===== config.mk =====
export PLATFORM = sky130hd
export DESIGN_NAME = bitslice_router
export DESIGN_NICKNAME = d
export VERILOG_FILES = /design/src/rtl/bsr_pkg.sv /design/src/rtl/bsr_src_bank.sv /design/src/rtl/bsr_ctl_latch.sv /design/src/rtl/bsr_dist_decoder.sv /design/src/rtl/bsr_dst_file.sv /design/src/rtl/bitslice_router.sv
export SDC_FILE = /design/constraint.sdc
export NUM_CORES = 1
export LEC_CHECK = 0
export BUFFER_PORTS_ARGS = -buffer_cell sky130_fd_sc_hd__buf_4
export CORE_MARGIN = 8
export CORE_UTILIZATION = 40
export CTS_BUF_LIST = sky130_fd_sc_hd__clkbuf_4
export CTS_CLUSTER_DIAMETER = 40
export CTS_CLUSTER_SIZE = 12
export DETAILED_ROUTE_END_ITERATION = 16
export PLACE_DENSITY_LB_ADDON = 0.15
export REMOVE_ABC_BUFFERS = 1
export SLEW_MARGIN = 10
export SYNTH_ARGS = -nofsm -noshare
export SYNTH_HDL_FRONTEND = slang
export SYNTH_HIERARCHICAL = 1
export SYNTH_SLANG_ARGS = --single-unit
export TNS_END_PERCENT = 10

===== constraint.sdc =====
create_clock -name clk -period 2 [get_ports clk]
set_input_delay 0.4 -clock clk [delete_from_list [all_inputs] [get_ports clk]]
set_output_delay 0.4 -clock clk [all_outputs]
set_load 0.01 [all_outputs]

===== src/rtl/bsr_pkg.sv =====
// Shared constants for the bit-slice router.
// Assumes: two banks of eight 8-bit sources and sixteen destinations by default.
package bsr_pkg;
    localparam int unsigned DEF_BANKS      = 2;
    localparam int unsigned DEF_BANK_DEPTH = 8;
    localparam int unsigned DEF_REG_W      = 8;
    localparam int unsigned DEF_NUM_DST    = 16;
endpackage


===== src/rtl/bsr_src_bank.sv =====
// One bank of source shift registers with its channel selector.
// Each register loads in parallel (priority) or shifts left with zero fill.
// Outputs the MSB of the register picked by chan.
// Assumes chan is already registered by the caller.
module bsr_src_bank #(
    parameter int unsigned DEPTH = bsr_pkg::DEF_BANK_DEPTH,
    parameter int unsigned W     = bsr_pkg::DEF_REG_W,
    localparam int unsigned CW   = (DEPTH > 1) ? $clog2(DEPTH) : 1
) (
    input  logic             clk,
    input  logic             rst_n,
    input  logic [DEPTH-1:0] load,
    input  logic [DEPTH*W-1:0] load_data,
    input  logic             shift,
    input  logic [CW-1:0]    chan,
    output logic             msb_out
);
    logic [W-1:0] regs [DEPTH];

    genvar gi;
    generate
        for (gi = 0; gi < DEPTH; gi++) begin : g_reg
            // Per-register load/shift update.
            always_ff @(posedge clk) begin
                if (!rst_n)
                    regs[gi] <= '0;
                else if (load[gi])
                    regs[gi] <= load_data[gi*W +: W];
                else if (shift)
                    regs[gi] <= {regs[gi][W-2:0], 1'b0};
            end

            // a load lands its data at the next edge.
            assert_load_lands_R4: assert property (@(posedge clk) disable iff (!rst_n)
                load[gi] |=> regs[gi] == $past(load_data[gi*W +: W]));
        end
    endgenerate

    // Channel selector: MSB of the addressed register.
    always_comb begin
        msb_out = 1'b0;
        for (int i = 0; i < DEPTH; i++)
            if (chan == CW'(i))
                msb_out = regs[i][W-1];
    end
endmodule


===== src/rtl/bsr_ctl_latch.sv =====
// Edge register stage for transfer addresses and strobe.
// On reset all banks are off and no transfer is pending.
module bsr_ctl_latch #(
    parameter int unsigned BANKS = bsr_pkg::DEF_BANKS,
    parameter int unsigned CW    = 3,
    parameter int unsigned DW    = 4
) (
    input  logic             clk,
    input  logic             rst_n,
    input  logic             valid_in,
    input  logic [BANKS-1:0] off_in,
    input  logic [CW-1:0]    chan_in,
    input  logic [DW-1:0]    dst_in,
    output logic             valid_q,
    output logic [BANKS-1:0] off_q,
    output logic [CW-1:0]    chan_q,
    output logic [DW-1:0]    dst_q
);
    // Capture the request every cycle.
    always_ff @(posedge clk) begin
        if (!rst_n) begin
            valid_q <= 1'b0;
            off_q   <= '1;
            chan_q  <= '0;
            dst_q   <= '0;
        end else begin
            valid_q <= valid_in;
            off_q   <= off_in;
            chan_q  <= chan_in;
            dst_q   <= dst_in;
        end
    end
endmodule


===== src/rtl/bsr_dist_decoder.sv =====
// Gated 1-of-N distributor decode.
// Raises one line for sel when en is high; all lines are low otherwise.
module bsr_dist_decoder #(
    parameter int unsigned N  = bsr_pkg::DEF_NUM_DST,
    localparam int unsigned SW = (N > 1) ? $clog2(N) : 1
) (
    input  logic          clk,
    input  logic          rst_n,
    input  logic          en,
    input  logic [SW-1:0] sel,
    output logic [N-1:0]  line
);
    // Decode the destination index.
    always_comb begin
        line = '0;
        for (int i = 0; i < N; i++)
            if (en && sel == SW'(i))
                line[i] = 1'b1;
    end

    // at most one destination line per transfer.
    assert_single_line_R3: assert property (@(posedge clk) disable iff (!rst_n)
        $onehot0(line));
endmodule


===== src/rtl/bsr_dst_file.sv =====
// Destination shift registers.
// The register whose line is high shifts left and takes the bus bit into bit 0.
module bsr_dst_file #(
    parameter int unsigned N = bsr_pkg::DEF_NUM_DST,
    parameter int unsigned W = bsr_pkg::DEF_REG_W
) (
    input  logic           clk,
    input  logic           rst_n,
    input  logic [N-1:0]   line,
    input  logic           bus,
    output logic [N*W-1:0] data
);
    logic [W-1:0] regs [N];

    genvar gd;
    generate
        for (gd = 0; gd < N; gd++) begin : g_dst
            // Shift in the bus bit when addressed.
            always_ff @(posedge clk) begin
                if (!rst_n)
                    regs[gd] <= '0;
                else if (line[gd])
                    regs[gd] <= {regs[gd][W-2:0], bus};
            end

            assign data[gd*W +: W] = regs[gd];

            // an unaddressed register holds its value.
            assert_idle_holds_R3: assert property (@(posedge clk) disable iff (!rst_n)
                !line[gd] |=> $stable(regs[gd]));

            // an addressed register takes the bus bit into bit 0.
            assert_bus_enters_R3: assert property (@(posedge clk) disable iff (!rst_n)
                line[gd] |=> regs[gd][0] == $past(bus));
        end
    endgenerate
endmodule


===== src/rtl/bitslice_router.sv =====
// Bit-slice routing matrix top level.
// Source banks feed a shared one-bit bus. Only a single enabled bank may
// drive it; a quiet or contended bus reads 0 and blocks writes. A registered
// destination address steers the bus bit into one destination register.
module bitslice_router #(
    parameter int unsigned BANKS      = bsr_pkg::DEF_BANKS,
    parameter int unsigned BANK_DEPTH = bsr_pkg::DEF_BANK_DEPTH,
    parameter int unsigned REG_W      = bsr_pkg::DEF_REG_W,
    parameter int unsigned NUM_DST    = bsr_pkg::DEF_NUM_DST,
    localparam int unsigned NUM_SRC   = BANKS * BANK_DEPTH,
    localparam int unsigned CW        = (BANK_DEPTH > 1) ? $clog2(BANK_DEPTH) : 1,
    localparam int unsigned DW        = (NUM_DST > 1) ? $clog2(NUM_DST) : 1
) (
    input  logic                     clk,
    input  logic                     rst_n,
    input  logic [NUM_SRC-1:0]       src_load,
    input  logic [NUM_SRC*REG_W-1:0] src_load_data,
    input  logic                     src_shift,
    input  logic                     xfer_valid,
    input  logic [BANKS-1:0]         bank_off,
    input  logic [CW-1:0]            chan_sel,
    input  logic [DW-1:0]            dst_sel,
    output logic                     bus_bit,
    output logic [NUM_DST*REG_W-1:0] dst_data
);
    logic             valid_q;
    logic [BANKS-1:0] off_q;
    logic [CW-1:0]    chan_q;
    logic [DW-1:0]    dst_q;
    logic [BANKS-1:0] bank_msb;
    logic             bus_ok;
    logic             wr_en;
    logic [NUM_DST-1:0] line;

    bsr_ctl_latch #(.BANKS(BANKS), .CW(CW), .DW(DW)) u_ctl (
        .clk(clk), .rst_n(rst_n),
        .valid_in(xfer_valid), .off_in(bank_off),
        .chan_in(chan_sel), .dst_in(dst_sel),
        .valid_q(valid_q), .off_q(off_q), .chan_q(chan_q), .dst_q(dst_q)
    );

    genvar gb;
    generate
        for (gb = 0; gb < BANKS; gb++) begin : g_bank
            bsr_src_bank #(.DEPTH(BANK_DEPTH), .W(REG_W)) u_bank (
                .clk(clk), .rst_n(rst_n),
                .load(src_load[gb*BANK_DEPTH +: BANK_DEPTH]),
                .load_data(src_load_data[gb*BANK_DEPTH*REG_W +: BANK_DEPTH*REG_W]),
                .shift(src_shift),
                .chan(chan_q),
                .msb_out(bank_msb[gb])
            );
        end
    endgenerate

    // Bus merge: exactly one enabled bank drives, otherwise the bus reads 0.
    always_comb begin
        bus_ok  = ($countones(~off_q) == 1);
        bus_bit = 1'b0;
        if (bus_ok)
            for (int b = 0; b < BANKS; b++)
                if (!off_q[b])
                    bus_bit = bank_msb[b];
    end

    // A write needs a valid request and a cleanly driven bus.
    assign wr_en = valid_q && bus_ok;

    bsr_dist_decoder #(.N(NUM_DST)) u_dec (
        .clk(clk), .rst_n(rst_n), .en(wr_en), .sel(dst_q), .line(line)
    );

    bsr_dst_file #(.N(NUM_DST), .W(REG_W)) u_dst (
        .clk(clk), .rst_n(rst_n), .line(line), .bus(bus_bit), .data(dst_data)
    );

    // all banks off leaves the bus low and blocks writes.
    assert_quiet_bus_R5: assert property (@(posedge clk) disable iff (!rst_n)
        (&off_q) |-> (!bus_bit && line == '0));

    // two or more banks on is contention: bus low, no write.
    assert_contention_R6: assert property (@(posedge clk) disable iff (!rst_n)
        ($countones(~off_q) > 1) |-> (!bus_bit && line == '0));

    // no captured request, no destination line.
    assert_no_req_R9: assert property (@(posedge clk) disable iff (!rst_n)
        !valid_q |-> line == '0);
endmodule


* Word level (Yosys, flattened, before mapping)
Memory sizes are Yosys's and may differ from the RTL's.
Index checks and enable logic that the tools add are counted.
** Storage, ports and cells
- RAM bits :: 256
- Memories kept :: 3
- Memory bits (read-only) :: 0
- Output and inout port bits :: 129
- Word-level logic and storage cells :: 328
- Latch bits :: 0
- Register bits after elaboration :: 10
- Input port bits :: 157
** Memories
- u_dst.regs :: words 16, width 8, rd ports 16, clocked after memory_dff 0, write ports 16, line bsr_dst_file.sv:13 : logic [W-1:0] regs [N];
- g_bank[0].u_bank.regs :: words 8, width 8, rd ports 8, clocked after memory_dff 0, write ports 8, line bsr_src_bank.sv:18 : logic [W-1:0] regs [DEPTH];
- g_bank[1].u_bank.regs :: words 8, width 8, rd ports 8, clocked after memory_dff 0, write ports 8, line bsr_src_bank.sv:18
** Cells by class
- Multiply operators :: 0
- $lt $le $gt $ge :: 0
- Reductions and logical operators :: 19
- Divide/modulo/power cells :: 0
- Shifts and indexed selects :: 0
- Bitwise operators :: 49
- Muxes and demuxes :: 229
- Add/sub/neg operators :: 1
- Equality and inequality tests :: 23
** Operators by type and width (count)
- two-way mux 8 bit :: 48
- two-way mux 1 bit :: 181
- OR 1 bit :: 48
- equality test 4 bit, second input constant :: 8
- logical AND 1 bit :: 17
- equality test 4 x 3 -> 1 bit, second input constant :: 4
- equality test 3 bit, second input constant :: 4
- equality test 4 x 2 -> 1 bit, second input constant :: 2
- equality test 3 x 2 -> 1 bit, second input constant :: 2
- equality test 4 x 1 -> 1 bit, second input constant :: 1
- zero test 4 bit :: 1
- equality test 3 x 1 -> 1 bit, second input constant :: 1
- zero test 3 bit :: 1
- adder 1 x 1 -> 2 bit :: 1
- equality test 2 x 1 -> 1 bit, second input constant :: 1
- inverter 2 bit :: 1

* Longest topological paths before layout
- Depth after elaboration :: 13
- Depth in mapped cells :: 6
- Gate-level depth less buffers :: 5

* By module
Netlist, hierarchy kept.
** Modules (own cells, without submodules)
- bsr_src_bank :: instances 2, cells each 273, sequential area each 1921.8 um^2, area each 3229.3 um^2
- bsr_dst_file :: instances 1, cells each 288, sequential area each 3843.7 um^2, area each 4865.9 um^2
- bsr_ctl_latch :: instances 1, cells each 20, sequential area each 200.2 um^2, area each 262.8 um^2
- bsr_dist_decoder :: instances 1, cells each 23, sequential area each 0.0 um^2, area each 117.6 um^2
- bitslice_router :: instances 1, cells each 5, sequential area each 0.0 um^2, area each 31.3 um^2

* Worst setup path before layout
Ideal clock, no wire load.
- Kind :: register -> register
- Start point :: register u_ctl.chan_q[0]
- End point :: memory u_dst/regs[0][40] in the netlist's numbering, data pin
- Setup time :: 0.255 ns
- Buffers on the path :: 1
- Arrival time :: 1.914 ns
- Clock period less this slack :: 2.169 ns
- Required time :: 1.745 ns
- Setup slack :: -0.169 ns
- Cell stages (with the launch flop) :: 7
- Path through :: dfxtp_1 -> mux4_1 -> mux2_2 -> nand3b_1 -> o21ai_0 -> clkbuf_1 -> and3_1
** RTL lines
- start, declared :: line bsr_ctl_latch.sv:16 : output logic [CW-1:0] chan_q,
- start signal, assigned :: line bsr_ctl_latch.sv:29 : chan_q <= chan_in;
- end, declared :: line bsr_dst_file.sv:13

==> run summary <==
The total overflow left after global routing is 0. The total routed wirelength came out at 29030 um. Detailed placement ended at an HPWL of 20390 um. The count of antenna-violating nets left after detailed routing came out at 0.

TritonCTS built the clock tree. The first global-routing pass estimated 45710 um of wire. The final setup slack of the worst path came out at -0.5897 ns. The placed instances occupy a cell area of 14320 um^2. The overall fraction of global-route tracks in use is 0.1590. The final count of negative-setup-slack endpoints is 17. The via count of the first global-routing pass was 8408. Setup repair after global routing could not meet its margin everywhere. The final critical-path required period is 2.590 ns. Data arrives at the worst endpoint at 2.19 ns. The port buffer count came out at 285. The placeable core region is 28780 um^2. The worst register-to-register path ends at u_dst/regs[1][40]. The post-CTS clock slew at the launch and capture registers of the worst setup and hold paths is 0.10 ns. STA classifies the critical path startpoint as a flop. The area of the mapped netlist is 11740 um^2. Before antenna repair, the detailed router went through 4 iterations. The startpoint of the worst setup timing path is g_bank[1].u_bank/regs[1][15].

The sequential area share after synthesis came out at 0.6721. The unique cell type count in the Yosys netlist came out at 21. Headroom to the max-slew limit came out at 0.3948. Using the TritonRoute via totals, the vias-per-cell ratio works out to 5.068. The area added between synthesis and finish came out at 28.96%. For flop-to-flop paths, the worst setup slack is -0.15 ns. The total count of max-transition violations in the final report is 0.

The number of antenna violations at the first check in global routing came out at 2. The largest net degree at the start of global routing is 107. The worst setup path is captured at an output pin. The largest fanout on the critical path came out at 2. The worst register-to-register path begins at g_bank[1].u_bank/regs[1][15]. Static timing analysis puts the maximum clock frequency at 0.3862 GHz. Walking the worst path, the cells encountered are mux4_2, mux2_4, nand3b_1, o21ai_4, buf_6. The count of warnings emitted by yosys is 6. The routability-driven placement congestion ratio came out at 0.7606.

Measured along the y axis, the die boundary spans 187.3 um. The checks that failed: negative setup slack. The delay of the slowest cell on the worst path came out at 0.51 ns. The floorplan step defined a die boundary enclosing 35080 um^2.

The number of clock sinks seen by CTS came out at 266. The critical path in this run is classified as reg2out. The capture point of the critical path is bus_bit.

Across the VDD grid, the largest voltage drop is 0.0007199 V. Each instance of the synthesized netlist takes up on average 13.31 um^2. The detailed router placed 8154 vias in this run.

The number of I/O pins is 286. The number of buffers created by CTS came out at 41. The share of layout cells above drive strength 1 is 0.3352. The flow ran to the end, but the final reports show violations. The slew of the pin with the lowest slew margin came out at 0.9059 ns. Data on the critical path is required at its endpoint by 1.60 ns. The placed cell count is 1520. In the final routed layout, each cell accounts on average for 18.04 um. Across the run, the number of max-cap violations was 0.

The H-tree was split into 2 levels. The cell with the largest stage delay on the worst path is mux4_2. The tree is rooted in a clkbuf_4. The worst-case reg-to-reg path depth came out at 7. The cell row count came out at 62. The share of the clock period used by the worst path after layout came out at 1.295. For this configuration, the core starts out at a cell density of 0.4078. The worst hold path class is in2reg. The number of fillers in the final layout came out at 2582. The synthesized netlist cell count is 882. The most common cell after layout, fill and taps aside is buf_4. The source-to-sink clock delay at the later pin of the worst-skew pair came out at 0.65 ns.

In the final design database the tool counted 1347 nets. The clock skew came out at 0.03537 ns. The maximum clock path buffer count came out at 3. After routing the design area is 15130 um^2. The static power due to leakage is 6.489 nW.

The initial detailed-routing violation count is 472. The worst setup slack before clock tree synthesis came out at -0.3010 ns. The post-layout instance count excluding filler cells is 1609.

The width of the chip came out at 187.3 um. The hold violation total from the final report is 0. The post-synthesis sequential element count is 266. Along the worst hold path, the cell count comes to 2. In the layout the commonest cells are 307 x buf_4, 256 x edfxtp_1, 143 x and3_1, 115 x nand3b_1, 113 x nand2_1.

The number of design rule violations left after detail routing is 0. Dividing total power by cell area gives a power density of 760.2 nW/um^2.
==> flip-flops by register name, summed over array words and instances, names as in the netlist <==
signal and cells:
u_dst/regs 128, g_bank.u_bank/regs 128, u_ctl/dst_q 4, u_ctl/valid_q 1, u_ctl/chan_q 3, u_ctl/off_q 2
==> kinds of logic after synthesis <==
kind of cell | count (synthesis) | share of synthesized area
AOI/OAI and AO/OA | 113 | 0.07207
xor gates and xnor gates | 1 | 0.0007464
buffers and inverters | 58 | 0.02505
DFF | 266 | 0.6721
muxes | 6 | 0.01087
and+or+nand+nor | 438 | 0.2192
==> report_power, final <==
group / leakage [nW] / switching (W) / internal [W]
clock network: 0.346 / 0.00212 / 0.00180
logic: 3.27 / 0.000527 / 0.000530
registers: 2.87 / 0.000121 / 0.00641
==> cell usage after synthesis <==
cell | number | area [um^2]
xor2_1 | 1 | 8.760
nand3_1 | 1 | 5.000
a21boi_0 | 112 | 840.8
buf_6 | 7 | 78.83
or3b_4 | 1 | 11.26
dfxtp_1 | 10 | 200.2
o21ai_0 | 1 | 5.000
nor3_2 | 1 | 10.01
nand2_1 | 114 | 427.9
nand3b_1 | 115 | 863.3
and3_1 | 144 | 900.9
mux2_2 | 2 | 22.52
and2_1 | 9 | 56.30
buf_2 | 19 | 95.09
nor2_1 | 12 | 45.04
clkbuf_1 | 32 | 120.1
nor2b_1 | 2 | 12.51
mux4_1 | 4 | 105.1
nand2b_1 | 36 | 225.2
edfxtp_1 | 256 | 7687
nor3_1 | 3 | 15.01
==> metrics by stage <==
stage | total power [W] | hold slack, ns | util | setup TNS, ns
floorplan | 0.006971 | 0.4730 | - | -3.439
global placement | 0.007686 | 0.5684 | 0.4977 | -7.400
detailed placement | 0.007699 | 0.5750 | 0.4977 | -12.06
CTS | 0.01168 | 0.002087 | 0.5243 | -3.210
global route | 0.01206 | 0.007613 | 0.5259 | -4.109
finish | 0.01150 | 0.07973 | 0.5259 | -2.483
==> area by class of cell <==
class	instances	area [um^2]	area share
sequential	266	7891	0.5214
multi-input combinational	558	3603	0.2381
timing repair buffer	323	2507	0.1657
tap	384	480.5	0.03175
clock buffer	49	367.9	0.02431
clock inverter	27	279.0	0.01844
antenna	2	5.005	0.0003307
==> worst min-delay path by stage <==
stage / to / startpoint / slack [ns]
2_1_floorplan: u_ctl/off_q[0] / rst_n / 0.47
3_3_place_gp: u_dst/regs[0][46] / u_dst/regs[0][45] / 0.57
3_5_place_dp: u_dst/regs[0][47] / u_dst/regs[0][46] / 0.57
4_1_cts: g_bank[0].u_bank/regs[1][24] / src_load_data[56] / 0.002
5_1_grt: g_bank[1].u_bank/regs[0][0] / src_load_data[64] / 0.008
6_report: g_bank[0].u_bank/regs[1][24] / src_load_data[56] / 0.08
==> critical path, delay by kind of cell (launching register included) <==
kind,cells,cell delay (ns)
AND/OR/NAND/NOR,1,0.13
flip-flops,1,0.42
AO/OA/AOI/OAI,1,0.09
buffers and inverters,1,0.13
multiplexers,2,0.79
==> what timing repair did <==
action / 4_1_cts / 5_1_grt
hold endpoints to repair: 10 / 0
setup endpoints to repair: 25 / 111
pin swaps: 1 / 1
hold buffers: 10 / 0
buffers inserted: 2 / 1
gates cloned: 0 / 0
gates resized for setup: 8 / 16
==> per-layer routing <==
metal / part of all wire / routed length (um) / global-route usage
met1: 0.45 / 12970 / 0.2143
met2: 0.45 / 13140 / 0.2431
met3: 0.088 / 2567 / 0.05556
met4: 0.012 / 344 / 0.03696
met5: 0.00045 / 13 / 0
Note: power is estimated with default switching activity, not from simulation.
